==> config.mk <==
export PLATFORM = sky130hd
export DESIGN_NAME = pattern_sequencer
export DESIGN_NICKNAME = d
export VERILOG_FILES = /design/src/rtl/pattern_sequencer.sv
export SDC_FILE = /design/constraint.sdc
export NUM_CORES = 1
export LEC_CHECK = 0
export BUFFER_PORTS_ARGS = -buffer_cell sky130_fd_sc_hd__buf_2
export CAP_MARGIN = 20
export CORE_ASPECT_RATIO = 2
export CORE_UTILIZATION = 42
export CTS_BUF_LIST = sky130_fd_sc_hd__clkbuf_8
export DETAILED_ROUTE_END_ITERATION = 8
export GPL_TIMING_DRIVEN = 1
export PLACE_DENSITY = 0.59
export SYNTH_ARGS = -nofsm -noshare
export SYNTH_HDL_FRONTEND = slang
export SYNTH_SLANG_ARGS = --single-unit
==> constraint.sdc <==
create_clock -name clk_i -period 4.05 [get_ports clk_i]
set_input_delay 0.2025 -clock clk_i [delete_from_list [all_inputs] [get_ports clk_i]]
set_output_delay 0.2025 -clock clk_i [all_outputs]
set_load 0.02 [all_outputs]
==> src/rtl/pattern_sequencer.sv <==
module pattern_sequencer #(
  parameter int DLY_W = 16,
  parameter int PER_W = 16
) (
  input  logic             clk_i,
  input  logic             rst_ni,
  input  logic             trig_ni,
  input  logic             run_i,
  input  logic             repeat_i,
  input  logic             cont_mode_i,
  input  logic [DLY_W-1:0] start_dly_i,
  input  logic [PER_W-1:0] period_i,
  output logic             pat_on_o,
  output logic             period_stb_o,
  output logic [1:0]       state_o
);

  typedef enum logic [1:0] {ST_IDLE = 2'd0, ST_DELAY = 2'd1, ST_ON = 2'd2} seq_state_e;

  seq_state_e       state_q;
  logic [2:0]       trig_q;
  logic [DLY_W-1:0] dcnt_q;
  logic [PER_W-1:0] pcnt_q;
  logic             stb_q;

  wire trig_fall = trig_q[2] & ~trig_q[1];
  wire trig_low  = ~trig_q[1];
  wire keep_on   = trig_low & run_i & repeat_i;
  wire [PER_W-1:0] per_load = (period_i == '0) ? '0 : period_i - 1'b1;

  always_ff @(posedge clk_i or negedge rst_ni) begin
    if (!rst_ni) begin
      trig_q <= 3'b111;
    end else begin
      trig_q <= {trig_q[1:0], trig_ni};
    end
  end

  always_ff @(posedge clk_i or negedge rst_ni) begin
    if (!rst_ni) begin
      state_q <= ST_IDLE;
      dcnt_q  <= '0;
      pcnt_q  <= '0;
      stb_q   <= 1'b0;
    end else begin
      stb_q <= 1'b0;
      unique case (state_q)
        ST_IDLE: begin
          if (trig_fall && run_i) begin
            state_q <= ST_DELAY;
            dcnt_q  <= cont_mode_i ? '0 : start_dly_i;
          end
        end
        ST_DELAY: begin
          if (dcnt_q == '0) begin
            state_q <= ST_ON;
            pcnt_q  <= per_load;
            stb_q   <= 1'b1;
          end else begin
            dcnt_q <= dcnt_q - 1'b1;
          end
        end
        ST_ON: begin
          if (pcnt_q == '0) begin
            if (keep_on) begin
              pcnt_q <= per_load;
              stb_q  <= 1'b1;
            end else begin
              state_q <= ST_IDLE;
            end
          end else begin
            pcnt_q <= pcnt_q - 1'b1;
          end
        end
        default: state_q <= ST_IDLE;
      endcase
    end
  end

  assign pat_on_o     = (state_q == ST_ON);
  assign period_stb_o = stb_q;
  assign state_o      = state_q;


  stop_at_boundary_chk: assert property (@(posedge clk_i) disable iff (!rst_ni)
    $fell(pat_on_o) |-> ($past(pcnt_q) == '0));


  strobe_while_on_chk: assert property (@(posedge clk_i) disable iff (!rst_ni)
    period_stb_o |-> pat_on_o);


  rise_after_delay_chk: assert property (@(posedge clk_i) disable iff (!rst_ni)
    $rose(pat_on_o) |-> ($past(state_q) == ST_DELAY && $past(dcnt_q) == '0));


  repeat_on_boundary_chk: assert property (@(posedge clk_i) disable iff (!rst_ni)
    (period_stb_o && $past(pat_on_o)) |-> ($past(pcnt_q) == '0 && $past(run_i) && $past(repeat_i)));


  start_needs_run_chk: assert property (@(posedge clk_i) disable iff (!rst_ni)
    ($past(state_q) == ST_IDLE && state_q == ST_DELAY) |-> $past(run_i));


  legal_state_chk: assert property (@(posedge clk_i) disable iff (!rst_ni)
    state_o != 2'd3);

endmodule

Yosys cells after proc, flatten, opt, wreduce, memory -nomap -nowiden. Index checks and enable logic that the tools add are counted.

Flip-flop bits (word level): 38. Latch bits: 0. Memory bits (writable): 0. Bits in read-only memories: 0. Input port bits: 38. Output and inout port bits: 4. Word-level logic and storage cells: 48. Memories kept: 0.

Add/subtract/negate cells: 3. Multipliers: 0. Divide/modulo/power cells: 0. Magnitude comparators: 0. Eq/ne operators: 8. Shifts and indexed selects: 0. Mux-type cells: 18. Bitwise gates (word level): 4. Reductions and logical operators: 10.

Operators by type and width (count): $mux W16 (7); $pmux W16 S2 (2); $logic_not A16 Y1 (3); $sub A16 B1 Y16 const B (3); $mux W2 (4); $ne A2 B2 Y1 const B (4); $pmux W2 S3 (1); $reduce_and A3 Y1 (2); $reduce_and A4 Y1 (1); $reduce_bool A2 Y1 (2); $and A1 B1 Y1 (3); $mux W1 (3); $ne A3 B3 Y1 const B (1); $eq A2 B1 Y1 const B (1); $eq A2 B2 Y1 const B (1); $logic_not A2 Y1 (1); $ne A2 B1 Y1 const B (1); $pmux W1 S2 (1); $logic_and A1 B1 Y1 (1); $not A1 Y1 (1).

Depth between registers and ports, before layout.
Word-level depth: 6. Gate-level depth with buffers: 9. Mapped depth without buffers: 8.

Worst setup path before layout. No wires, ideal clock.

Path type: register to register. From: reg dcnt_q[0]. To: reg pcnt_q[0]. Setup time: 0.069 ns. Arrival: 2.286 ns. Required time: 3.981 ns. Setup slack: 1.695 ns. Cell stages (with the launch flop): 9. Buffers on the path: 0. Period minus slack after synthesis: 2.355 ns. Path through: dfrtp_1 -> inv_1 -> ha_1 -> or4b_4 -> nor3_4 -> a21oi_2 -> nand3b_4 -> or4_1 -> nand3_1.

Longest elaborated chain between the ends: 3.

RTL lines: start: declaration (line 22) `logic [DLY_W-1:0] dcnt_q;`; start signal: assignment (line 51) `dcnt_q <= cont_mode_i ? '0 : start_dly_i;`; start signal: assignment (line 60) `dcnt_q <= dcnt_q - 1'b1;`; $logic_not A16 Y1 (line 55) `if (dcnt_q == '0) begin`; $ne A2 B2 Y1 (no line); $reduce_and A3 Y1 (no line); end signal: assignment (line 57) `pcnt_q <= per_load;`; end signal: assignment (line 66) `pcnt_q <= per_load;`; end signal: assignment (line 72) `pcnt_q <= pcnt_q - 1'b1;`; end: declaration (line 23) `logic [PER_W-1:0] pcnt_q;`.

Every way passes these cells. A chain may end at the register's enable or synchronous reset.

Worst setup path after layout.
From: reg dcnt_q[0]. To: reg dcnt_q[5].

Longest elaborated chain between the ends: 3. Elaborated cells between the ends (all ways): 6. Classes of those cells: add/sub: 1; eq/ne: 1; mux: 2; reduce/logical: 2.

RTL lines (line): $sub A16 B1 Y16 / $logic_not A16 Y1 (equally long branches) (60, 55); $mux W16 / $ne A2 B2 Y1 (equally long branches); $pmux W16 S2 / $reduce_and A3 Y1 (equally long branches).

Parallel ways exist; a longest one is shown, timed or not. The select of a mux whose other input is x is not followed.

==> reports/metrics.yaml <==
synth_area_per_cell_um2: 8.05
die_y_um: 113
fin_skew_ns: 0.0134
crit_required_ns: 4.27
layout_commonest_cell: "buf_2"
ys_seq_elements: 38
synth.cell_area_um2: 2580
reg2reg_to: "dcnt_q[5]$_DFFE_PN0P_"
core_um2: 5960
hpwl_mm: 5.35
crit_path_max_fanout: 23
synthCells: 320
async_flop_share: 1.00
drt_iter0_markers: 64
min_path_type: "input port to asynchronous set/reset pin"
fin_crit_sh: 0.726
gp_congestion: 0.832
reg2reg_depth: 9
clk_latency_ns: 0.30
worst_setup_path_start_kind: "flip-flop"
fmax_ghz: 0.340
layout_common_cells: "buf_2, o21ai_0, dfrtp_1"
synth_ff_type: "dfrtp_1"
worstSetupPathType: "flip-flop to flip-flop"
diodes: 0
grt_util_all_layers: 0.233
fp.dieW_um: 57.4
start_util: 0.433
clock-sinks: 38
worstMarginPinSlew_ns: 0.935
fin_crit_ns: 2.94
portBuffers: 41
met3_usage: 0.0343
dr.pass1.iters: 7
synth-edff-count: 0
drtAntennaViolNets: 0
ys_seq_area_frac: 0.370
finalSetupTns_ns: 0
htreeDepth: 2
irDropWorstVdd_mv: 0.416
rows: 40
cp_data_arrival_time_ns: 3.16
worst_slew_margin_rel: 0.374
hold_viol_final: 0
grt_pass1_vias: 2572
endpoint: "dcnt_q[5]$_DFFE_PN0P_"
vias: 2529
fp.dieArea_um2: 6470
busiest_layer: "met2"
antenna_found_initial: 0
cts_buffer_depth: 2
rsz0062_at_grt: "false"
root_buffer: "clkbuf_8"
n_fill_cell: 612
r2r-start: "dcnt_q[0]$_DFFE_PN0P_"
ctsResizeCount: 0
ys_warn_count: 0
grt_pass1_wl_mm: 11.6
area_delta_synth_final_pct: 15.2
end_kind: "flip-flop"
cts_tree: "done"
hold_slack_ns: 0.0227
regToRegSetupSlack_ns: 1.11
setup_viol: 0
synth_cell_types: 49
cellPowerDensity_nw_per_um2: 652
wl_per_cell_um: 16.5
ios: 42
clk_pin_slew_ns: 0.08
drt_wl_total_mm: 7.03
syn-num-nets: 366
violations: "DRC"
fin_nets: 407
status: "finished, violations left"
grt_max_degree: 39
power.leakage_nw: 1.28
cts_buffers: 5
met1_usage: 0.234
cap_violations: 0
drive_above_1_share: 0.180
crit_start: "dcnt_q[0]$_DFFE_PN0P_"
overflow: 0
avgViaCountPerCell: 5.95
slew_viol_final: 0
post-route-drc-count: 4
grtUsageMet2: 0.443
[critical path, cell delays in order, from the launching register on]
cell	delay, ns
dfrtp_1	0.41
inv_1	0.07
ha_1	0.21
or4b_4	0.52
nor3_4	0.35
a21oi_2	0.14
o21ai_2	0.63
buf_4	0.30
a21oi_1	0.05
o22ai_1	0.17
[layer usage]
layer	wire, µm	part of all wire	up-vias
met2	3950	0.56	59
met5	0	0	-
met1	2620	0.37	1198
li1	-	-	1259
met4	248	0.035	0
met3	200	0.028	13
[cell families after synthesis]
group,count (synthesis),share of synthesized area
compound gates,114,0.269
fa+ha+maj,8,0.0388
simple gates,114,0.230
flops,38,0.370
xor+xnor,10,0.0340
mux,2,0.00825
buf+inv,34,0.0500
[synth_stat cells (2+ instances only)]
library cell | instances | area (µm²)
o21ai_0 | 40 | 200
dfrtp_1 | 35 | 876
nor2_1 | 34 | 128
a21oi_1 | 31 | 155
nand2_1 | 22 | 82.6
inv_1 | 21 | 78.8
nor3_1 | 17 | 85.1
clkbuf_1 | 12 | 45.0
a32oi_1 | 10 | 87.6
nand3_1 | 9 | 45.0
ha_1 | 8 | 100
nor4_1 | 7 | 43.8
o22ai_1 | 7 | 43.8
xor2_1 | 6 | 52.6
a31oi_1 | 5 | 31.3
a22oi_1 | 4 | 30.0
nand4_1 | 4 | 25.0
nor2b_1 | 4 | 25.0
xnor2_1 | 4 | 35.0
dfstp_2 | 3 | 78.8
nor4b_1 | 3 | 26.3
o22a_1 | 3 | 26.3
or4_1 | 3 | 22.5
o31ai_1 | 2 | 15.0
or3_1 | 2 | 12.5
[power by group]
group	switching, mW	internal [mW]	total, mW
logic	0.590	0.343	0.933
clock network	0.141	0.172	0.313
registers	0.148	0.542	0.690
[registers in the layout, indices dropped and copies added (netlist names)]
signal,cells
dcnt_q,16
state_o,2
pcnt_q,16
trig_q,3
period_stb_o,1
[what timing repair did]
action	4_1_cts	5_1_grt
hold buffers	1	0
endpoints found under the hold margin	1	0
buffers inserted	0	0
[layout make-up]
cell class,instances,area [µm²],area share
Tap cell,63,78.8,0.0265
Clock buffer,8,110,0.0371
Sequential cell,38,955,0.322
Multi-Input combinational cell,248,1490,0.503
Timing Repair Buffer,47,253,0.0851
Inverter,21,78.8,0.0265
[worst min-delay path by stage]
stage,endpoint,start,cells past startpoint
2_1_floorplan,dcnt_q[0]$_DFFE_PN0P_,rst_ni,0
3_3_place_gp,trig_q[0]$_DFF_PN1_,trig_ni,1
3_5_place_dp,trig_q[0]$_DFF_PN1_,trig_ni,1
4_1_cts,dcnt_q[3]$_DFFE_PN0P_,rst_ni,1
5_1_grt,pcnt_q[7]$_DFFE_PN0P_,rst_ni,1
6_report,dcnt_q[3]$_DFFE_PN0P_,rst_ni,1
[stage by stage]
step / utilization / area, µm² / cells / worst slack [ns] / power (mW)
after floorplan: - / 2580 / 320 / 1.70 / 1.37
after global placement: 0.478 / 2850 / 416 / 1.20 / 1.61
after detailed placement: 0.478 / 2850 / 416 / 1.11 / 1.63
after CTS: 0.499 / 2970 / 425 / 1.10 / 1.95
after global routing: 0.499 / 2970 / 425 / 0.882 / 2.11
final: 0.499 / 2970 / 425 / 1.11 / 1.94
(Power assumes the default switching activity.)
